$ cat src/rtl/fpx_pkg.sv
package fpx_pkg;
  localparam int unsigned FLAG_W   = 3;
  localparam int unsigned BYTE_W   = 8;
  localparam int unsigned F_INEX   = 0;
  localparam int unsigned F_UNFL   = 1;
  localparam int unsigned F_OVFL   = 2;

  typedef enum logic [1:0] {
    DST_FPR = 2'd0,
    DST_INT = 2'd1,
    DST_MEM = 2'd2,
    DST_MEM_ALT = 2'd3
  } dest_e;

  typedef enum logic [1:0] {
    H_RESUME = 2'd0,
    H_UNFL   = 2'd1,
    H_OVFL   = 2'd2,
    H_INEX   = 2'd3
  } hsel_e;

  typedef struct packed {
    logic  valid;
    logic  go;
    hsel_e hsel;
  } pend_t;
endpackage

$ cat src/rtl/fpx_classify.sv
module fpx_classify
  import fpx_pkg::*;
#(
  parameter int unsigned EXP_W     = 15,
  parameter bit          MUL_QUIRK = 1'b1
) (
  input  logic              op_valid_i,
  input  logic [FLAG_W-1:0] flags_i,
  input  logic              mul_i,
  input  logic              norm_i,
  input  logic [EXP_W-1:0]  exp_i,
  input  logic [1:0]        dest_i,
  output logic              evt_o,
  output logic              to_fpr_o
);
  logic quirk_unfl;

  generate
    if (MUL_QUIRK) begin : g_quirk
      // normalized product with zero biased exponent still reported as underflow
      assign quirk_unfl = mul_i & norm_i & ~|exp_i;
    end else begin : g_noquirk
      logic unused_q;
      assign unused_q   = ^{mul_i, norm_i, exp_i};
      assign quirk_unfl = 1'b0;
    end
  endgenerate

  logic unfl_eff, ovfl_eff;
  assign unfl_eff = flags_i[F_UNFL] | quirk_unfl;
  assign ovfl_eff = flags_i[F_OVFL];
  assign evt_o    = op_valid_i & (unfl_eff | ovfl_eff);
  assign to_fpr_o = (dest_e'(dest_i) == DST_FPR);

  logic unused_inex;
  assign unused_inex = flags_i[F_INEX];
endmodule

$ cat src/rtl/fpx_handler_sel.sv
module fpx_handler_sel
  import fpx_pkg::*;
(
  input  logic [BYTE_W-1:0] en_i,
  input  logic [BYTE_W-1:0] acc_i,
  output hsel_e             hsel_o
);
  always_comb begin
    if (en_i[F_UNFL])                      hsel_o = H_UNFL;
    else if (en_i[F_OVFL])                 hsel_o = H_OVFL;
    else if (en_i[F_INEX] & acc_i[F_INEX]) hsel_o = H_INEX;
    else                                   hsel_o = H_RESUME;
  end

  logic unused_bits;
  assign unused_bits = ^{en_i[BYTE_W-1:F_OVFL+1], acc_i[BYTE_W-1:F_INEX+1]};
endmodule

$ cat src/rtl/fpx_pre_hold.sv
module fpx_pre_hold
  import fpx_pkg::*;
(
  input  logic  clk_i,
  input  logic  rst_ni,
  input  logic  set_i,
  input  hsel_e set_hsel_i,
  input  logic  next_i,
  input  logic  block_i,
  output logic  fire_o,
  output hsel_e fire_hsel_o
);
  pend_t pend_q, pend_d;

  assign fire_o      = pend_q.valid & (pend_q.go | next_i) & ~block_i;
  assign fire_hsel_o = pend_q.hsel;

  always_comb begin
    pend_d = pend_q;
    if (set_i) begin
      pend_d.valid = 1'b1;
      pend_d.go    = 1'b0;
      pend_d.hsel  = set_hsel_i;
    end else if (fire_o) begin
      pend_d = '0;
    end else if (pend_q.valid && next_i) begin
      pend_d.go = 1'b1;    // strobe seen but blocked: fire next cycle
    end
  end

  always_ff @(posedge clk_i or negedge rst_ni) begin
    if (!rst_ni) pend_q <= '0;
    else         pend_q <= pend_d;
  end

  // a fired slot with no refill is empty afterwards
  a_r3_slot_cleared: assert property (@(posedge clk_i) disable iff (!rst_ni)
    (fire_o && !set_i) |=> !pend_q.valid);
  // a new event always lands in the slot
  a_r9_slot_loaded: assert property (@(posedge clk_i) disable iff (!rst_ni)
    set_i |=> (pend_q.valid && pend_q.hsel == $past(set_hsel_i)));
  // a blocked pending request fires the next cycle unless overwritten
  a_r10_deferred: assert property (@(posedge clk_i) disable iff (!rst_ni)
    (pend_q.valid && next_i && block_i && !set_i) |=> pend_q.go);
endmodule

$ cat src/rtl/fpx_post_seq.sv
module fpx_post_seq
  import fpx_pkg::*;
(
  input  logic  clk_i,
  input  logic  rst_ni,
  input  logic  evt_i,
  input  logic  to_fpr_i,
  input  logic  move_out_i,
  input  hsel_e hsel_i,
  output logic  fire_o,
  output hsel_e fire_hsel_o
);
  logic  post_evt, trap_mo, post_now;
  logic  late_q;
  hsel_e late_hsel_q;

  assign post_evt = evt_i & ~to_fpr_i;
  assign trap_mo  = post_evt & move_out_i & (hsel_i != H_RESUME);
  assign post_now = post_evt & ~trap_mo;

  always_ff @(posedge clk_i or negedge rst_ni) begin
    if (!rst_ni) begin
      late_q      <= 1'b0;
      late_hsel_q <= H_RESUME;
    end else begin
      late_q      <= trap_mo;
      late_hsel_q <= trap_mo ? hsel_i : H_RESUME;
    end
  end

  assign fire_o      = post_now | late_q;
  assign fire_hsel_o = late_q ? late_hsel_q : hsel_i;

  // usage rule, no immediate post event right behind a trapping move-out
  a_r10_no_overlap: assert property (@(posedge clk_i) disable iff (!rst_ni)
    late_q |-> !post_evt);
  // the deferred slot holds a real handler
  a_r5_late_handler: assert property (@(posedge clk_i) disable iff (!rst_ni)
    late_q |-> (late_hsel_q != H_RESUME));
endmodule

$ cat src/rtl/fpx_dispatch.sv
module fpx_dispatch
  import fpx_pkg::*;
#(
  parameter int unsigned EXP_W     = 15,
  parameter bit          MUL_QUIRK = 1'b1
) (
  input  logic              clk_i,
  input  logic              rst_ni,
  input  logic              op_valid_i,
  input  logic [2:0]        exc_flags_i,
  input  logic              mul_i,
  input  logic              res_norm_i,
  input  logic [EXP_W-1:0]  res_exp_i,
  input  logic [1:0]        dest_i,
  input  logic              move_out_i,
  input  logic [7:0]        ctrl_en_i,
  input  logic [7:0]        stat_acc_i,
  input  logic              next_fp_i,
  output logic              wr_en_o,
  output logic              pre_req_o,
  output logic              post_req_o,
  output logic [1:0]        handler_o
);
  logic  evt, to_fpr;
  hsel_e hsel;
  logic  post_fire, pre_fire;
  hsel_e post_hsel, pre_hsel;

  fpx_classify #(.EXP_W(EXP_W), .MUL_QUIRK(MUL_QUIRK)) u_classify (
    .op_valid_i (op_valid_i),
    .flags_i    (exc_flags_i),
    .mul_i      (mul_i),
    .norm_i     (res_norm_i),
    .exp_i      (res_exp_i),
    .dest_i     (dest_i),
    .evt_o      (evt),
    .to_fpr_o   (to_fpr)
  );

  fpx_handler_sel u_hsel (
    .en_i   (ctrl_en_i),
    .acc_i  (stat_acc_i),
    .hsel_o (hsel)
  );

  fpx_post_seq u_post (
    .clk_i       (clk_i),
    .rst_ni      (rst_ni),
    .evt_i       (evt),
    .to_fpr_i    (to_fpr),
    .move_out_i  (move_out_i),
    .hsel_i      (hsel),
    .fire_o      (post_fire),
    .fire_hsel_o (post_hsel)
  );

  fpx_pre_hold u_pre (
    .clk_i       (clk_i),
    .rst_ni      (rst_ni),
    .set_i       (evt & to_fpr),
    .set_hsel_i  (hsel),
    .next_i      (next_fp_i),
    .block_i     (post_fire),
    .fire_o      (pre_fire),
    .fire_hsel_o (pre_hsel)
  );

  always_ff @(posedge clk_i or negedge rst_ni) begin
    if (!rst_ni) begin
      wr_en_o    <= 1'b0;
      pre_req_o  <= 1'b0;
      post_req_o <= 1'b0;
      handler_o  <= H_RESUME;
    end else begin
      wr_en_o    <= op_valid_i & ~(evt & to_fpr);
      post_req_o <= post_fire;
      pre_req_o  <= pre_fire;
      handler_o  <= post_fire ? post_hsel : (pre_fire ? pre_hsel : H_RESUME);
    end
  end

  // event to a floating-point register never writes or reports at once
  a_r2_fpr_no_write: assert property (@(posedge clk_i) disable iff (!rst_ni)
    (op_valid_i && evt && dest_i == 2'd0) |=> (!wr_en_o && !post_req_o));
  // event to integer or memory destination always writes
  a_r4_write: assert property (@(posedge clk_i) disable iff (!rst_ni)
    (evt && dest_i != 2'd0) |=> wr_en_o);
  // trapping move-out writes first, requests one cycle later
  a_r5_order: assert property (@(posedge clk_i) disable iff (!rst_ni)
    (evt && dest_i != 2'd0 && move_out_i && ctrl_en_i[2:1] != 2'b00)
      |=> (wr_en_o && !post_req_o) ##1 post_req_o);
  // requests exclusive, handler idle without one
  a_r7_exclusive: assert property (@(posedge clk_i) disable iff (!rst_ni)
    !(pre_req_o && post_req_o));
  a_r7_handler_idle: assert property (@(posedge clk_i) disable iff (!rst_ni)
    (!pre_req_o && !post_req_o) |-> (handler_o == 2'd0));
  // no event means no request raised
  a_r1_quiet: assert property (@(posedge clk_i) disable iff (!rst_ni)
    (op_valid_i && !evt && !next_fp_i && !pre_req_o && !post_req_o && !u_post.late_q
      && !u_pre.pend_q.valid) |=> (wr_en_o && !pre_req_o && !post_req_o));
endmodule

$ cat config.mk
export PLATFORM = sky130hd
export DESIGN_NAME = fpx_dispatch
export DESIGN_NICKNAME = d
export VERILOG_FILES = /design/src/rtl/fpx_pkg.sv /design/src/rtl/fpx_classify.sv /design/src/rtl/fpx_handler_sel.sv /design/src/rtl/fpx_pre_hold.sv /design/src/rtl/fpx_post_seq.sv /design/src/rtl/fpx_dispatch.sv
export SDC_FILE = /design/constraint.sdc
export NUM_CORES = 1
export LEC_CHECK = 0
export ABC_CLOCK_PERIOD_IN_PS = 1450
export BUFFER_PORTS_ARGS = -buffer_cell sky130_fd_sc_hd__buf_2
export CAP_MARGIN = 5
export CELL_PAD_IN_SITES_DETAIL_PLACEMENT = 1
export CELL_PAD_IN_SITES_GLOBAL_PLACEMENT = 2
export CORE_MARGIN = 3
export CORE_UTILIZATION = 20
export DETAILED_ROUTE_END_ITERATION = 8
export PLACE_DENSITY_LB_ADDON = 0.1
export SLEW_MARGIN = 10
export SYNTH_ARGS = -nofsm -noshare
export SYNTH_HDL_FRONTEND = slang
export SYNTH_SLANG_ARGS = --single-unit
$ cat constraint.sdc
create_clock -name clk_i -period 1.45 [get_ports clk_i]
set_input_delay 0.29 -clock clk_i [delete_from_list [all_inputs] [get_ports clk_i]]
set_output_delay 0.29 -clock clk_i [all_outputs]
set_load 0.01 [all_outputs]
After elaboration in Yosys (flattened, before gate mapping)
Index checks and enable logic that the tools add are counted.
{"block": "op_classes", "n_addsub": 0, "mul": 0, "div_mod_pow": 0, "n_lt_le_gt_ge": 0, "eq_ne": 0, "shifts": 0, "n_mux": 12, "bitwise": 20, "n_reduce_logical": 7}
{"operator": "$mux W2", "n": 8}
{"operator": "$reduce_or A15 Y1", "n": 1}
{"operator": "$and A1 B1 Y1", "n": 12}
{"operator": "$mux W4", "n": 1}
{"operator": "$not A1 Y1", "n": 4}
{"operator": "$or A1 B1 Y1", "n": 4}
{"operator": "$reduce_bool A2 Y1", "n": 2}
{"operator": "$mux W1", "n": 3}
{"operator": "$reduce_bool A3 Y1", "n": 1}
{"operator": "$logic_not A2 Y1", "n": 1}
{"operator": "$logic_and A1 B1 Y1", "n": 1}
{"operator": "$logic_not A1 Y1", "n": 1}
{"block": "totals", "reg_bits": 12, "latchBits": 0, "mem_bits_rw": 0, "rom_bits": 0, "inputBits": 43, "out_inout_bits": 5, "wordCells": 48, "mem_count": 0}

Depth between registers and ports, before layout
Gate-level depths: netlist (run 1).
{"block": "logic_depth", "ltp_word": 16, "depth_mapped": 5, "depth_no_buf": 5}

Cells and area by module
From an unflattened synthesis (run 1), not the netlist that was laid out.
{"block": "unflattened", "hier_cells": 53, "area_unflattened_um2": 581.8}
{"mod": "fpx_pre_hold", "n_inst": 1, "cells_per_inst": 16, "area_each_um2": 182.7, "seq_area_each_um2": 100.1}
{"mod": "fpx_dispatch", "n_inst": 1, "cells_per_inst": 13, "area_each_um2": 167.7, "seq_area_each_um2": 125.1}
{"mod": "fpx_post_seq", "n_inst": 1, "cells_per_inst": 11, "area_each_um2": 153.9, "seq_area_each_um2": 75.1}
{"mod": "fpx_classify", "n_inst": 1, "cells_per_inst": 9, "area_each_um2": 57.6, "seq_area_each_um2": 0.0}
{"mod": "fpx_handler_sel", "n_inst": 1, "cells_per_inst": 4, "area_each_um2": 20.0, "seq_area_each_um2": 0.0}

Worst setup path before layout (run 1)
OpenSTA, ideal clock, no wires.
{"block": "synth_timing", "kind": "input -> register", "startpoint": "in res_exp_i[12]", "endpoint": "reg handler_o[0]", "setup_time_ns": 0.126, "arrival_ns": 1.382, "required_ns": 1.324, "path_slack_ns": -0.058, "cell_stages": 5, "path_buffers": 0, "path_cell_list": "nor4_1 -> nand3_1 -> o21ai_4 -> a211oi_4 -> a221o_1"}
{"block": "synth_via", "elab_chain_cells": 16}
{"element": "start, declared", "line_no": "fpx_dispatch.sv:13", "source": "input logic [EXP_W-1:0] res_exp_i,"}
{"element": "$reduce_or A15 Y1 (*)", "line_no": "fpx_classify.sv:21", "source": "assign quirk_unfl = mul_i & norm_i & ~|exp_i;"}
{"element": "$logic_not A1 Y1 (*)", "line_no": "fpx_classify.sv:21"}
{"element": "$and A1 B1 Y1 (*)", "line_no": "fpx_classify.sv:21"}
{"element": "$or A1 B1 Y1 (*)", "line_no": "fpx_classify.sv:30", "source": "assign unfl_eff = flags_i[F_UNFL] | quirk_unfl;"}
{"element": "$or A1 B1 Y1 (*)", "line_no": "fpx_classify.sv:32", "source": "assign evt_o = op_valid_i & (unfl_eff | ovfl_eff);"}
{"element": "$and A1 B1 Y1 (*)", "line_no": "fpx_classify.sv:32"}
{"element": "$and A1 B1 Y1 (*)", "line_no": "fpx_post_seq.sv:17", "source": "assign post_evt = evt_i & ~to_fpr_i;"}
{"element": "$and A1 B1 Y1 (2 in a row)", "line_no": "fpx_post_seq.sv:18", "source": "assign trap_mo = post_evt & move_out_i & (hsel_i != H_RESUME);"}
{"element": "$not A1 Y1", "line_no": "fpx_post_seq.sv:19", "source": "assign post_now = post_evt & ~trap_mo;"}
{"element": "$and A1 B1 Y1 (*)", "line_no": "fpx_post_seq.sv:19"}
{"element": "$or A1 B1 Y1 (*)", "line_no": "fpx_post_seq.sv:31", "source": "assign fire_o = post_now | late_q;"}
{"element": "$not A1 Y1 (*)", "line_no": "fpx_pre_hold.sv:15", "source": "assign fire_o = pend_q.valid & (pend_q.go | next_i) & ~block_i;"}
{"element": "$and A1 B1 Y1 (*)", "line_no": "fpx_pre_hold.sv:15"}
{"element": "named net pre_fire", "line_no": "fpx_dispatch.sv:26", "source": "logic post_fire, pre_fire;"}
{"element": "$mux W2 (*) (2 in a row)", "line_no": "fpx_dispatch.sv:78", "source": "handler_o <= post_fire ? post_hsel : (pre_fire ? pre_hsel : H_RESUME);"}
{"element": "end signal, assigned", "line_no": "fpx_dispatch.sv:78"}
{"element": "end, declared", "line_no": "fpx_dispatch.sv:22", "source": "output logic [1:0] handler_o"}
The timed path passes the listed nets; every way through them passes the cells marked *.
A chain may end at the register's enable or synchronous reset.

Worst setup path in the final report (run 1)
{"block": "layout_timing", "startpoint": "in res_exp_i[10]", "endpoint": "reg handler_o[0]"}
The elaborated chain is that of the path after synthesis.

==> results of run 1 <==
==> final timing paths <==
kind,start,endpoint,slack [ps],depth (start not counted)
max,res_exp_i[10],handler_o[0],90,6
min,ctrl_en_i[1],u_post.late_hsel_q[1],290,2
max reg2reg,u_pre.pend_q[2],handler_o[0],170,3
min reg2reg,u_pre.pend_q[3],u_pre.pend_q[2],500,1
max in group asynchronous,rst_ni,u_post.late_hsel_q[0],810,2
min in group asynchronous,rst_ni,pre_req_o,420,2
==> timing repair <==
item | 4_1_cts | 5_1_grt
hold buffers | 1 | 0
endpoints found under the setup margin | 0 | 1
endpoints found under the hold margin | 12 | 0
resized for setup | 0 | 1
==> stage by stage <==
| step | setup slack (ps) | utilization (%) | std cells | hold WS (ps) | setup TNS [ps] |
|---|---|---|---|---|---|
| 6_report | 85.2 | 32.9 | 136 | 288 | 0 |
| 2_1_floorplan | -37.1 | - | 58 | -5.59 | -74.2 |
| 3_3_place_gp | -201 | 31.4 | 132 | 189 | -967 |
| 5_1_grt | 15.5 | 32.9 | 136 | 287 | 0 |
| 3_5_place_dp | -210 | 31.4 | 132 | 190 | -1140 |
| 4_1_cts | 78.9 | 32.6 | 136 | 272 | 0 |
==> flip-flops by register name, summed over array words and instances (netlist names) <==
register	flops
u_pre.fire_hsel_o	2
wr_en_o	1
post_req_o	1
pre_req_o	1
handler_o	2
u_post.late_hsel_q	2
u_post.late_q	1
u_pre.pend_q	2
==> cell usage in the layout, fill, tap and decap left out, types with 2 or more instances in the layout <==
cell / Yosys / final
sky130_fd_sc_hd__nor2_1: 6 / 6
sky130_fd_sc_hd__dfrtp_1: 12 / 12
sky130_fd_sc_hd__o21ai_4: 2 / 2
sky130_fd_sc_hd__nor3_1: 4 / 4
sky130_fd_sc_hd__nor2b_1: 2 / 2
sky130_fd_sc_hd__buf_4: 0 / 9
sky130_fd_sc_hd__a221o_1: 2 / 2
sky130_fd_sc_hd__buf_2: 0 / 34
sky130_fd_sc_hd__nand2_1: 2 / 2
sky130_fd_sc_hd__a21oi_1: 4 / 4
sky130_fd_sc_hd__inv_1: 4 / 4
sky130_fd_sc_hd__nand2b_1: 2 / 2
sky130_fd_sc_hd__clkbuf_4: 0 / 3
sky130_fd_sc_hd__and2_1: 3 / 3
==> routing by layer <==
metal / share of wire, % / track usage (%) / routed length [µm]
met3: 8.7 / 3.31 / 140
met2: 50 / 16.0 / 800
met5: 0 / 0 / 0
met4: 3.2 / 8.18 / 51
met1: 38 / 11.5 / 610
==> kinds of logic (layout without fill, tap and decap cells) <==
family / count (synthesis) / in the layout / share of synthesized area, %
AO/OA/AOI/OAI: 17 / 17 / 23.8
AND/OR/NAND/NOR: 25 / 25 / 25.4
flip-flops: 12 / 12 / 48.4
buffers and inverters: 4 / 51 / 2.42
==> worst reg2reg max path: stages (launching register included) <==
cell and delay [ps]:
sky130_fd_sc_hd__dfrtp_1 400, sky130_fd_sc_hd__o21ai_0 340, sky130_fd_sc_hd__a211oi_4 100, sky130_fd_sc_hd__a221o_1 330
==> power groups by stage <==
| stage | combinational [mW] | clock, mW | sequential, mW |
|---|---|---|---|
| after floorplan | 0.0783 | 0 | 0.401 |
| after global placement | 0.181 | 0 | 0.399 |
| after detailed placement | 0.185 | 0 | 0.400 |
| after CTS | 0.188 | 0.212 | 0.394 |
| after global routing | 0.212 | 0.235 | 0.399 |
| final | 0.188 | 0.200 | 0.394 |
==> layout make-up <==
cell class                      instances  area (µm²)  share of cell area, %
Clock buffer                            3        22.5                   2.40
Sequential cell                        12         300                   32.0
Timing Repair Buffer                   44         248                   26.4
Multi-Input combinational cell         42         313                   33.4
Tap cell                               31        38.8                   4.14
Inverter                                4        15.0                   1.60
==> report_table.html, run 1 <==
<table>
<tr><th>Metric</th><th>Value</th></tr>
<tr><th colspan="2">Status</th></tr>
<tr><td>Status</td><td>completed</td></tr>
<tr><th colspan="2">Synth</th></tr>
<tr><td>Post-synth EDFFs</td><td>0</td></tr>
<tr><td>Mean post-synth cell area</td><td>10.7 µm²</td></tr>
<tr><td>Primary flip-flop cell chosen by synthesis mapping</td><td>sky130_fd_sc_hd__dfrtp_1</td></tr>
<tr><td>Netlist area before placement</td><td>about 620 µm²</td></tr>
<tr><td>Commonest cells post-synth</td><td>sky130_fd_sc_hd__dfrtp_1, sky130_fd_sc_hd__nor2_1, sky130_fd_sc_hd__a21oi_1, sky130_fd_sc_hd__inv_1, sky130_fd_sc_hd__nor3_1</td></tr>
<tr><td>Fraction of synthesized cell area taken by the top area cell type</td><td>48.4%</td></tr>
<tr><td>Synthesized flop and latch total</td><td>12</td></tr>
<tr><td>Fraction of registers with async set or reset after synthesis</td><td>between 90% and 100%</td></tr>
<tr><td>Most numerous cell in the Yosys netlist</td><td>sky130_fd_sc_hd__dfrtp_1</td></tr>
<tr><td>Syn_nets</td><td>between 100 and 150</td></tr>
<tr><td>Synthesized instance count</td><td>58</td></tr>
<tr><td>Number of distinct library cell variants in the gate-level netlist after synthesis</td><td>26</td></tr>
<tr><td>Synth area leader</td><td>sky130_fd_sc_hd__dfrtp_1</td></tr>
<tr><td>Top post-synthesis cells by area</td><td>sky130_fd_sc_hd__dfrtp_1, sky130_fd_sc_hd__o21ai_4, sky130_fd_sc_hd__nor2_1</td></tr>
<tr><td>Sequential area share after synthesis</td><td>48.4%</td></tr>
<tr><td>Count of warnings emitted by yosys</td><td>0</td></tr>
<tr><th colspan="2">STA</th></tr>
<tr><td>Setup repair after global routing missed its margin</td><td>false</td></tr>
<tr><td>Max-slew violation count</td><td>0</td></tr>
<tr><td>Final critical-path share of the clock period</td><td>between 90 and 100%</td></tr>
<tr><td>Endpoints failing setup</td><td>0</td></tr>
<tr><td>Measured slew at the worst slew-check pin</td><td>about 380 ps</td></tr>
<tr><td>Layout Skew</td><td>roughly 2.3 ps</td></tr>
<tr><td>Min cycle time layout</td><td>roughly 1400 ps</td></tr>
<tr><td>Slew headroom</td><td>between 70% and 80%</td></tr>
<tr><td>Fmax</td><td>~0.73 GHz</td></tr>
<tr><td>Final-report hold violation count</td><td>0</td></tr>
<tr><th colspan="2">Clock network</th></tr>
<tr><td>Clk sink count</td><td>12</td></tr>
<tr><td>Clock root cell</td><td>sky130_fd_sc_hd__clkbuf_4</td></tr>
<tr><td>Clk buf depth</td><td>2</td></tr>
<tr><td>Source-to-sink clock delay at the later pin of the worst-skew pair</td><td>about 270 ps</td></tr>
<tr><td>Number of H-tree levels</td><td>1</td></tr>
<tr><td>Clock tree from TritonCTS</td><td>built</td></tr>
<tr><td>Clock slew at the register clock pins of the worst setup and hold paths</td><td>around 70 ps</td></tr>
<tr><td>Postcts setup bufs</td><td>0</td></tr>
<tr><td>Clock buffers created by TritonCTS</td><td>3</td></tr>
<tr><th colspan="2">Layout</th></tr>
<tr><td>Post-Layout Inst Area</td><td>937 µm²</td></tr>
<tr><td>Total Nets Final</td><td>150</td></tr>
<tr><td>Number of fill cells in the layout</td><td>~360</td></tr>
<tr><td>Layout Area Growth over Synthesis</td><td>51.0%</td></tr>
<tr><td>Fraction of final layout cells sized beyond drive strength 1</td><td>49.5%</td></tr>
<tr><td>Final antenna diode count</td><td>0</td></tr>
<tr><th colspan="2">Route</th></tr>
<tr><td>Count of TritonRoute iterations in the first routing pass</td><td>2</td></tr>
<tr><td>Initial drt markers</td><td>5</td></tr>
<tr><td>Detail-routed net length per standard cell</td><td>11.8 µm</td></tr>
<tr><td>Post-DRT Antenna Nets</td><td>0</td></tr>
<tr><td>Avg Vias per Cell</td><td>around 4.6</td></tr>
<tr><td>Post-route DRC</td><td>0</td></tr>
<tr><td>Via count</td><td>roughly 630</td></tr>
<tr><td>Final routed wirelength across all metal layers</td><td>1.60 mm</td></tr>
<tr><th colspan="2">Global route</th></tr>
<tr><td>Via count of the first global-routing pass</td><td>roughly 660</td></tr>
<tr><td>Largest net degree at the start of global routing</td><td>13</td></tr>
<tr><td>First-pass GRT wire length</td><td>2.77 mm</td></tr>
<tr><td>GRT Residual Overflow</td><td>0</td></tr>
<tr><td>Tot GR Track Use</td><td>10.3%</td></tr>
<tr><td>Number of antenna violations at the first check in global routing</td><td>0</td></tr>
<tr><th colspan="2">Setup path</th></tr>
<tr><td>Crit-path leading delay family</td><td>compound AO/OA/AOI/OAI gates</td></tr>
<tr><td>Count of buffering cells on the critical path with inverters included</td><td>1</td></tr>
<tr><td>Element type at the critical path start</td><td>input pin</td></tr>
<tr><td>Required time at the endpoint of the critical path</td><td>1600 ps</td></tr>
<tr><td>Cell with the largest stage delay on the worst path</td><td>sky130_fd_sc_hd__a221o_1</td></tr>
<tr><td>Largest fanout on the critical path</td><td>4</td></tr>
<tr><td>Critical Path, Cell by Cell</td><td>buf_2, nor4_4, nand4b_2, o21ai_4, a211oi_4, a221o_1</td></tr>
<tr><td>Type of element capturing the critical path</td><td>flop</td></tr>
<tr><td>Arrival time of the worst setup path</td><td>1520 ps</td></tr>
<tr><td>Type of the setup path with the least slack</td><td>in2reg</td></tr>
<tr><td>Max incr delay on CP</td><td>330 ps</td></tr>
<tr><th colspan="2">Placement</th></tr>
<tr><td>HPWL reported at the end of detailed placement</td><td>1.36 mm</td></tr>
<tr><td>Input/output buffers</td><td>34</td></tr>
<tr><td>Final Wtd Congestion</td><td>0.703</td></tr>
<tr><td>Area of placed instances</td><td>897 µm²</td></tr>
<tr><th colspan="2">Floorplanning</th></tr>
<tr><td>Area of the core region</td><td>2850 µm²</td></tr>
<tr><td>Number of placement rows</td><td>19</td></tr>
<tr><td>Number of ports placed on the die boundary</td><td>between 40 and 50</td></tr>
<tr><td>Die footprint</td><td>3810 µm²</td></tr>
<tr><td>Starting utilization of the core area</td><td>between 20 and 25%</td></tr>
<tr><td>Height of the chip</td><td>between 60 and 70 µm</td></tr>
<tr><td>Horizontal die dimension</td><td>between 60 and 70 µm</td></tr>
<tr><th colspan="2">Pwr</th></tr>
<tr><td>Share of total power in combinational logic</td><td>24.0%</td></tr>
<tr><td>Switching share of power</td><td>between 20 and 30%</td></tr>
<tr><td>Sum of internal, switching and leakage power</td><td>just under 800 µW</td></tr>
<tr><td>Part of the total power dissipated in the clock network</td><td>approximately 26%</td></tr>
<tr><td>Maximum vdd drop</td><td>around 0.19 mV</td></tr>
<tr><td>Share of power burned in registers</td><td>50.4%</td></tr>
<tr><td>Power per cell area</td><td>roughly 830 nW/µm²</td></tr>
<tr><td>Sw Pwr</td><td>216 µW</td></tr>
<tr><td>Leakage power figure</td><td>0.468 nW</td></tr>
<tr><td>Internal power</td><td>565 µW</td></tr>
<tr><th colspan="2">Job</th></tr>
<tr><td>Maximum Capacitance Violations</td><td>0</td></tr>
<tr><th colspan="2">Worst hold path</th></tr>
<tr><td>Worst hold path type</td><td>in2reg</td></tr>
</table>
No activity file was read; power rests on OpenSTA's default activity.
==> run 2, diff against run 1 <==
- SETUP_SLACK_MARGIN: unset -> 0.5
==> report_table.html, run 2 (synthesis results as in run 1) <==
<table>
<tr><th>Metric</th><th>Value</th></tr>
<tr><th colspan="2">Setup path</th></tr>
<tr><td>Worst reg-to-reg path cell count</td><td>5 (+2)</td></tr>
<tr><td>Arrival time of the worst setup path</td><td>1490 ps (-30 ps)</td></tr>
<tr><td>Endpoint of the worst-slack reg-to-reg timing path</td><td>u_pre.fire_hsel_o[1]</td></tr>
<tr><td>Element type at the critical path start</td><td>input pin</td></tr>
<tr><td>Type of element capturing the critical path</td><td>flop</td></tr>
<tr><td>Required time at the endpoint of the critical path</td><td>1620 ps (+20 ps)</td></tr>
<tr><td>Largest fanout on the critical path</td><td>4 (unchanged)</td></tr>
<tr><td>Type of the setup path with the least slack</td><td>in2reg</td></tr>
<tr><td>Register-to-register setup slack</td><td>200 ps (+30 ps)</td></tr>
<tr><td>Worst reg2reg startpoint</td><td>u_pre.pend_q[3]</td></tr>
<tr><th colspan="2">Pwr</th></tr>
<tr><td>Sum of internal, switching and leakage power</td><td>919 µW (+18%)</td></tr>
<tr><td>Power per cell area</td><td>835 nW/µm² (about the same)</td></tr>
<tr><td>Maximum vdd drop</td><td>0.221 mV (+18%)</td></tr>
<tr><td>Leakage power figure</td><td>0.529 nW (+13%)</td></tr>
<tr><th colspan="2">Placement</th></tr>
<tr><td>Number of placed cells counting well taps</td><td>133 (+0.76%)</td></tr>
<tr><td>HPWL reported at the end of detailed placement</td><td>1.40 mm (+2.9%)</td></tr>
<tr><td>Input/output buffers</td><td>34 (unchanged)</td></tr>
<tr><td>Final Wtd Congestion</td><td>0.718 (+2.0%)</td></tr>
<tr><th colspan="2">Worst hold path</th></tr>
<tr><td>Worst Hold Launch</td><td>move_out_i</td></tr>
<tr><td>Worst hold path type</td><td>in2reg</td></tr>
<tr><td>End point of the worst hold path</td><td>u_post.late_hsel_q[0]</td></tr>
<tr><td>Depth of the worst hold-timing path</td><td>3 (+1)</td></tr>
<tr><th colspan="2">Floorplanning</th></tr>
<tr><td>Height of the chip</td><td>61.7 µm (unchanged)</td></tr>
<tr><td>Number of placement rows</td><td>19 (unchanged)</td></tr>
<tr><td>Number of ports placed on the die boundary</td><td>48 (unchanged)</td></tr>
<tr><td>Area of the core region</td><td>2850 µm² (unchanged)</td></tr>
<tr><td>Die footprint</td><td>3810 µm² (unchanged)</td></tr>
<tr><td>Starting utilization of the core area</td><td>21.8% (unchanged)</td></tr>
<tr><td>Horizontal die dimension</td><td>61.7 µm (unchanged)</td></tr>
<tr><th colspan="2">STA</th></tr>
<tr><td>Final-report hold violation count</td><td>0 (unchanged)</td></tr>
<tr><td>Slew headroom</td><td>74.0% (-0.16 points)</td></tr>
<tr><td>Measured slew at the worst slew-check pin</td><td>388 ps (+4.71 ps)</td></tr>
<tr><td>Final critical-path share of the clock period</td><td>91.0% (-3.1 points)</td></tr>
<tr><td>Fmax</td><td>0.758 GHz (+3.4%)</td></tr>
<tr><td>Max-slew violation count</td><td>0 (unchanged)</td></tr>
<tr><td>Layout Skew</td><td>3.79 ps (+1.51 ps)</td></tr>
<tr><td>Setup repair after global routing missed its margin</td><td>true</td></tr>
<tr><td>Worst hold-check slack</td><td>287 ps (-1.22 ps)</td></tr>
<tr><td>Min cycle time layout</td><td>1320 ps (-44.7 ps)</td></tr>
<tr><td>Endpoints failing setup</td><td>0 (unchanged)</td></tr>
<tr><th colspan="2">Global route</th></tr>
<tr><td>Via count of the first global-routing pass</td><td>694 (+5.5%)</td></tr>
<tr><td>First-pass GRT wire length</td><td>3.00 mm (+8.5%)</td></tr>
<tr><td>Largest net degree at the start of global routing</td><td>13 (unchanged)</td></tr>
<tr><td>GRT Residual Overflow</td><td>0 (unchanged)</td></tr>
<tr><td>Tot GR Track Use</td><td>11.0% (+0.74 points)</td></tr>
<tr><td>Number of antenna violations at the first check in global routing</td><td>0 (unchanged)</td></tr>
<tr><th colspan="2">Layout</th></tr>
<tr><td>Most common cell after layout, fill and taps aside</td><td>sky130_fd_sc_hd__buf_2</td></tr>
<tr><td>Number of cells in the finished layout apart from fillers</td><td>142 (+4.4%)</td></tr>
<tr><td>Final antenna diode count</td><td>0 (unchanged)</td></tr>
<tr><td>Layout Area Growth over Synthesis</td><td>77.4%</td></tr>
<tr><td>Fraction of final layout cells sized beyond drive strength 1</td><td>59.5% (+9.9 points)</td></tr>
<tr><td>Total Nets Final</td><td>155 (+3.3%)</td></tr>
<tr><td>Commonest non-fill, non-tap cells in the layout</td><td>sky130_fd_sc_hd__buf_2, sky130_fd_sc_hd__dfrtp_1, sky130_fd_sc_hd__buf_4, sky130_fd_sc_hd__buf_6, sky130_fd_sc_hd__nor2_1</td></tr>
<tr><td>Share of the core filled with cells in the final layout</td><td>38.6% (+5.7 points)</td></tr>
<tr><th colspan="2">Clock network</th></tr>
<tr><td>Clk buf depth</td><td>2 (unchanged)</td></tr>
<tr><td>Clk sink count</td><td>12 (unchanged)</td></tr>
<tr><td>Clock root cell</td><td>sky130_fd_sc_hd__clkbuf_4</td></tr>
<tr><td>Source-to-sink clock delay at the later pin of the worst-skew pair</td><td>280 ps (about the same)</td></tr>
<tr><td>Number of H-tree levels</td><td>1 (unchanged)</td></tr>
<tr><td>Clock slew at the register clock pins of the worst setup and hold paths</td><td>80 ps (about the same)</td></tr>
<tr><td>Clock tree from TritonCTS</td><td>built</td></tr>
<tr><td>Clock buffers created by TritonCTS</td><td>3 (unchanged)</td></tr>
<tr><th colspan="2">Route</th></tr>
<tr><td>Avg Vias per Cell</td><td>4.63 (-0.28%)</td></tr>
<tr><td>Post-DRT Antenna Nets</td><td>0 (unchanged)</td></tr>
<tr><td>Initial drt markers</td><td>4 (-1)</td></tr>
<tr><td>Count of TritonRoute iterations in the first routing pass</td><td>2 (unchanged)</td></tr>
<tr><td>Via count</td><td>657 (+4.1%)</td></tr>
<tr><td>Final routed wirelength across all metal layers</td><td>1.79 mm (+11%)</td></tr>
<tr><td>Post-route DRC</td><td>0 (unchanged)</td></tr>
<tr><td>Detail-routed net length per standard cell</td><td>12.6 µm (+6.7%)</td></tr>
<tr><th colspan="2">Job</th></tr>
<tr><td>Maximum Capacitance Violations</td><td>0 (unchanged)</td></tr>
<tr><th colspan="2">Status</th></tr>
<tr><td>Status</td><td>completed</td></tr>
</table>
[run 2: area by class of cell]
type / count / area, µm²
clock buffer: 4 / 36.3
tap: 31 / 38.8
multi-input combinational: 42 / 383
fill: 333 / 1750
inverter: 4 / 15.0
timing repair buffer: 49 / 328
sequential: 12 / 300
[run 2: metrics by stage]
stage / area (µm²) / worst slack, ps / TNS (ps)
CTS: 1070 / 119 / 0
detailed placement: 915 / -261 / -1620
global placement: 915 / -239 / -1250
global route: 1100 / 47.5 / 0
finish: 1100 / 130 / 0
floorplan: 631 / -36.7 / -73.4
[run 2: repair_timing]
action	4_1_cts	5_1_grt
pin swaps	6	1
setup buffers	3	1
endpoints found under the hold margin	12	0
hold buffers	1	0
setup endpoints to repair	17	17
gates cloned	0	0
resized for setup	14	5
[run 2: worst max-delay path, stage by stage]
cell and delay (ps):
sky130_fd_sc_hd__buf_6 100, sky130_fd_sc_hd__nor4_4 300, sky130_fd_sc_hd__nand4b_2 160, sky130_fd_sc_hd__o21ai_4 190, sky130_fd_sc_hd__a211oi_4 100, sky130_fd_sc_hd__a221o_1 350
[run 2: worst max path at each step]
| stage | startpoint | endpoint | cells after the start |
|---|---|---|---|
| 2_1_floorplan | res_exp_i[10] | handler_o[0] | 5 |
| 3_3_place_gp | res_exp_i[1] | handler_o[1] | 6 |
| 3_5_place_dp | res_exp_i[1] | handler_o[1] | 6 |
| 4_1_cts | res_exp_i[9] | handler_o[0] | 6 |
| 5_1_grt | res_exp_i[9] | handler_o[0] | 6 |
| 6_report | res_exp_i[9] | handler_o[0] | 6 |
[run 2: routing by layer]
metal,global-route usage [%],vias to the layer above,share of wire [%]
met1,13.3,307,44
met5,0,-,0
met4,9.09,0,2.0
met2,17.5,26,50
li1,-,321,-
met3,1.24,3,4.4
[run 2: power breakdown]
group	total [mW]	internal [mW]	switching, mW
Clock	0.274	0.153	0.121
Sequential	0.397	0.371	0.0262
Combinational	0.248	0.138	0.110
Total	0.919	0.662	0.257
==> run 3, diff against run 2 <==
- BUFFER_PORTS_ARGS: -buffer_cell sky130_fd_sc_hd__buf_2 -> unset
- CORE_UTILIZATION: 20 -> 30
- DONT_BUFFER_PORTS: unset -> 1
- SYNTH_HIERARCHICAL: unset -> 1
==> report_table.html, run 3 <==
<table>
<tr><th>Metric</th><th>Value</th></tr>
<tr><th colspan="2">Setup path</th></tr>
<tr><td>Crit-path leading delay family</td><td>simple AND/OR/NAND/NOR gates</td></tr>
<tr><td>Max incr delay on CP</td><td>250 ps (-100 ps)</td></tr>
<tr><td>Required time at the endpoint of the critical path</td><td>1660 ps (+40 ps)</td></tr>
<tr><td>Type of element capturing the critical path</td><td>flop</td></tr>
<tr><td>Endpoint of the worst-slack reg-to-reg timing path</td><td>u_pre/fire_hsel_o[0]</td></tr>
<tr><td>Type of the setup path with the least slack</td><td>in2reg</td></tr>
<tr><td>Largest fanout on the critical path</td><td>3 (-1)</td></tr>
<tr><td>Element type at the critical path start</td><td>input pin</td></tr>
<tr><td>Worst reg2reg startpoint</td><td>u_post/late_q</td></tr>
<tr><td>Count of buffering cells on the critical path with inverters included</td><td>1 (unchanged)</td></tr>
<tr><td>Arrival time of the worst setup path</td><td>1710 ps (+220 ps)</td></tr>
<tr><td>Cell with the largest stage delay on the worst path</td><td>sky130_fd_sc_hd__nor4b_4</td></tr>
<tr><td>Register-to-register setup slack</td><td>90 ps (-110 ps)</td></tr>
<tr><td>Critical Path, Cell by Cell</td><td>nor4b_4, nand3_1, o21ai_2, nor2b_4, a21o_1, and2b_1, o21ai_2, buf_4, a22o_1</td></tr>
<tr><td>Cell with the most instances on the worst path</td><td>sky130_fd_sc_hd__o21ai_2</td></tr>
<tr><td>Worst reg-to-reg path cell count</td><td>5 (unchanged)</td></tr>
<tr><th colspan="2">Placement</th></tr>
<tr><td>Input/output buffers</td><td>0 (-100%)</td></tr>
<tr><td>Number of placed cells counting well taps</td><td>84 (-37%)</td></tr>
<tr><td>HPWL reported at the end of detailed placement</td><td>1.27 mm (-9.6%)</td></tr>
<tr><td>Final Wtd Congestion</td><td>0.710 (-1.0%)</td></tr>
<tr><th colspan="2">Synth</th></tr>
<tr><td>Count of warnings emitted by yosys</td><td>6 (+6)</td></tr>
<tr><td>Top post-synthesis cells by area</td><td>sky130_fd_sc_hd__dfrtp_1, sky130_fd_sc_hd__mux2_4, sky130_fd_sc_hd__nand2_1</td></tr>
<tr><td>Post-synth EDFFs</td><td>0 (unchanged)</td></tr>
<tr><td>Netlist area before placement</td><td>582 µm² (-6.2%)</td></tr>
<tr><td>Post-synthesis share of cell area spent on and, or, nand and nor gates</td><td>23.9% (-1.5 points)</td></tr>
<tr><td>Fraction of registers with async set or reset after synthesis</td><td>100% (unchanged)</td></tr>
<tr><td>Xor/xnor cell area share of the yosys netlist</td><td>0% (unchanged)</td></tr>
<tr><td>Number of distinct library cell variants in the gate-level netlist after synthesis</td><td>24 (-7.7%)</td></tr>
<tr><td>Commonest cells post-synth</td><td>sky130_fd_sc_hd__dfrtp_1, sky130_fd_sc_hd__nand2_1, sky130_fd_sc_hd__nor4_1, sky130_fd_sc_hd__o21ai_0</td></tr>
<tr><td>Sequential area share after synthesis</td><td>51.6% (+3.2 points)</td></tr>
<tr><td>Synthesized instance count</td><td>53 (-8.6%)</td></tr>
<tr><td>Mean post-synth cell area</td><td>11.0 µm² (+2.6%)</td></tr>
<tr><td>Combinational family with the most area after synthesis</td><td>simple AND/OR/NAND/NOR gates</td></tr>
<tr><td>Syn_nets</td><td>96 (-5.0%)</td></tr>
<tr><td>Most numerous cell in the Yosys netlist</td><td>sky130_fd_sc_hd__dfrtp_1</td></tr>
<tr><td>Adder and majority cell fraction of the synthesized area</td><td>0% (unchanged)</td></tr>
<tr><td>Synth area leader</td><td>sky130_fd_sc_hd__dfrtp_1</td></tr>
<tr><td>Multiplexer fraction of the synthesized cell area</td><td>5.16% (+5.2 points)</td></tr>
<tr><td>Synthesized flop and latch total</td><td>12 (unchanged)</td></tr>
<tr><td>Primary flip-flop cell chosen by synthesis mapping</td><td>sky130_fd_sc_hd__dfrtp_1</td></tr>
<tr><td>Post-synthesis compound-gate area fraction</td><td>16.1% (-7.7 points)</td></tr>
<tr><td>Fraction of synthesized cell area taken by the top area cell type</td><td>51.6% (+3.2 points)</td></tr>
<tr><th colspan="2">Global route</th></tr>
<tr><td>Met3 Track Usage GR</td><td>3.63% (+2.4 points)</td></tr>
<tr><td>Met1 track demand over resource</td><td>13.2% (-0.12 points)</td></tr>
<tr><td>Number of antenna violations at the first check in global routing</td><td>0 (unchanged)</td></tr>
<tr><td>GRT Max-Usage Layer</td><td>met2</td></tr>
<tr><td>GRT Residual Overflow</td><td>0 (unchanged)</td></tr>
<tr><td>First-pass GRT wire length</td><td>2.46 mm (-18%)</td></tr>
<tr><td>Tot GR Track Use</td><td>13.2% (+2.2 points)</td></tr>
<tr><td>Fraction of met2 tracks used by global routing</td><td>25.7% (+8.2 points)</td></tr>
<tr><td>Largest net degree at the start of global routing</td><td>13 (unchanged)</td></tr>
<tr><td>Via count of the first global-routing pass</td><td>580 (-16%)</td></tr>
<tr><th colspan="2">Route</th></tr>
<tr><td>Avg Vias per Cell</td><td>5.00 (+8.1%)</td></tr>
<tr><td>Final routed wirelength across all metal layers</td><td>1.62 mm (-9.4%)</td></tr>
<tr><td>Post-DRT Antenna Nets</td><td>0 (unchanged)</td></tr>
<tr><td>Post-route DRC</td><td>0 (unchanged)</td></tr>
<tr><td>Detail-routed net length per standard cell</td><td>16.9 µm (+34%)</td></tr>
<tr><td>Initial drt markers</td><td>1 (-3)</td></tr>
<tr><td>Via count</td><td>480 (-27%)</td></tr>
<tr><td>Count of TritonRoute iterations in the first routing pass</td><td>2 (unchanged)</td></tr>
<tr><th colspan="2">Clock network</th></tr>
<tr><td>Clock tree from TritonCTS</td><td>built</td></tr>
<tr><td>Source-to-sink clock delay at the later pin of the worst-skew pair</td><td>270 ps (about the same)</td></tr>
<tr><td>Clk buf depth</td><td>2 (unchanged)</td></tr>
<tr><td>Clock slew at the register clock pins of the worst setup and hold paths</td><td>80 ps (about the same)</td></tr>
<tr><td>Clock buffers created by TritonCTS</td><td>3 (unchanged)</td></tr>
<tr><td>Clock root cell</td><td>sky130_fd_sc_hd__clkbuf_4</td></tr>
<tr><td>Number of H-tree levels</td><td>1 (unchanged)</td></tr>
<tr><td>Clk sink count</td><td>12 (unchanged)</td></tr>
<tr><th colspan="2">Layout</th></tr>
<tr><td>Layout Area Growth over Synthesis</td><td>47.7%</td></tr>
<tr><td>Final antenna diode count</td><td>0 (unchanged)</td></tr>
<tr><td>Most common cell after layout, fill and taps aside</td><td>sky130_fd_sc_hd__dfrtp_1</td></tr>
<tr><td>Total Nets Final</td><td>115 (-26%)</td></tr>
<tr><td>Commonest non-fill, non-tap cells in the layout</td><td>sky130_fd_sc_hd__dfrtp_1, sky130_fd_sc_hd__buf_4, sky130_fd_sc_hd__buf_6, sky130_fd_sc_hd__nand2_1</td></tr>
<tr><td>Fraction of final layout cells sized beyond drive strength 1</td><td>50.7% (-8.8 points)</td></tr>
<tr><td>Number of cells in the finished layout apart from fillers</td><td>96 (-32%)</td></tr>
<tr><th colspan="2">STA</th></tr>
<tr><td>Final worst-path setup slack</td><td>-47.2 ps (-177 ps)</td></tr>
<tr><td>Min cycle time layout</td><td>1500 ps (+177 ps)</td></tr>
<tr><td>Fmax</td><td>0.668 GHz (-12%)</td></tr>
<tr><td>Max-slew violation count</td><td>0 (unchanged)</td></tr>
<tr><td>Final critical-path share of the clock period</td><td>103% (+12 points)</td></tr>
<tr><td>Slew headroom</td><td>60.4% (-14 points)</td></tr>
<tr><td>Endpoints failing setup</td><td>7 (+7)</td></tr>
<tr><td>Measured slew at the worst slew-check pin</td><td>591 ps (+203 ps)</td></tr>
<tr><td>Final-report hold violation count</td><td>0 (unchanged)</td></tr>
<tr><td>Layout Skew</td><td>1.89 ps (-1.90 ps)</td></tr>
<tr><td>Setup repair after global routing missed its margin</td><td>true</td></tr>
<tr><th colspan="2">Worst hold path</th></tr>
<tr><td>Worst hold path type</td><td>in2reg</td></tr>
<tr><td>Worst Hold Launch</td><td>move_out_i</td></tr>
<tr><td>End point of the worst hold path</td><td>u_post/late_q</td></tr>
<tr><td>Depth of the worst hold-timing path</td><td>1 (-2)</td></tr>
<tr><th colspan="2">Status</th></tr>
<tr><td>Status</td><td>finished, violations left</td></tr>
<tr><td>Violations in the final reports</td><td>negative setup slack</td></tr>
<tr><th colspan="2">Pwr</th></tr>
<tr><td>Power per cell area</td><td>1140 nW/µm² (+37%)</td></tr>
<tr><td>Sum of internal, switching and leakage power</td><td>980 µW (+6.6%)</td></tr>
<tr><td>Maximum vdd drop</td><td>0.492 mV (+120%)</td></tr>
<tr><td>Leakage power figure</td><td>0.405 nW (-24%)</td></tr>
<tr><th colspan="2">Floorplanning</th></tr>
<tr><td>Number of placement rows</td><td>15 (-4)</td></tr>
<tr><td>Area of the core region</td><td>1780 µm² (-38%)</td></tr>
<tr><td>Starting utilization of the core area</td><td>32.6% (+11 points)</td></tr>
<tr><td>Number of ports placed on the die boundary</td><td>48 (unchanged)</td></tr>
<tr><td>Die footprint</td><td>2500 µm² (-34%)</td></tr>
<tr><td>Horizontal die dimension</td><td>50.0 µm (-19%)</td></tr>
<tr><td>Height of the chip</td><td>50.0 µm (-19%)</td></tr>
<tr><th colspan="2">Job</th></tr>
<tr><td>Maximum Capacitance Violations</td><td>0 (unchanged)</td></tr>
</table>
run 3: final cells by class:
cell class	count	area (µm²)
inverters	1	3.75
well taps	25	31.3
repair buffers	16	141
clock buffers	4	36.3
flip-flops and latches	12	300
multi-input cells	38	347
fillers	195	923
run 3: kinds of logic (layout without fill, tap and decap cells):
| kind of cell | count (synthesis) | count (layout) |
|---|---|---|
| and+or+nand+nor | 22 | 22 |
| DFF | 12 | 12 |
| buffers and inverters | 3 | 21 |
| AOI/OAI and AO/OA | 14 | 14 |
| muxes | 2 | 2 |
run 3: through the flow:
stage	hold WS, ps	utilization, %	setup TNS (ps)	setup slack, ps	area, µm²
2_1_floorplan	-5.59	-	-1230	-268	603
3_3_place_gp	-5.27	38.1	-1830	-296	679
3_5_place_dp	-5.21	38.1	-2150	-347	679
4_1_cts	135	44.8	-15.5	-12.0	800
5_1_grt	153	48.2	-906	-141	860
6_report	159	48.2	-234	-47.2	860
run 3: metal layers:
layer	part of all wire [%]	vias up
met4	0	0
met5	0	-
li1	-	226
met1	38	225
met2	54	29
met3	7.7	0
run 3: worst max-delay path by stage:
stage / end / slack (ps) / from / cells past startpoint
after floorplan: handler_o[0] / -270 / res_exp_i[12] / 10
final: u_pre/fire_hsel_o[0] / -50 / res_exp_i[12] / 9
after CTS: handler_o[0] / -10 / res_exp_i[12] / 10
after global placement: handler_o[0] / -300 / res_exp_i[4] / 10
after global routing: u_pre/fire_hsel_o[1] / -140 / res_exp_i[0] / 9
after detailed placement: handler_o[0] / -350 / res_exp_i[12] / 10
run 3: power by group:
part | leakage (nW) | switching, mW | total (mW) | internal, mW
Combinational | 0.226 | 0.106 | 0.275 | 0.169
Sequential | 0.158 | 0.0484 | 0.445 | 0.397
Clock | 0.0210 | 0.108 | 0.260 | 0.152
run 3: repair_timing:
item                                   4_1_cts  5_1_grt
setup endpoints to repair                   17       17
resized for setup                           10        9
endpoints found under the hold margin       12        0
hold buffers                                 1        0
buffers inserted                             3        4
pin swaps                                    6        8
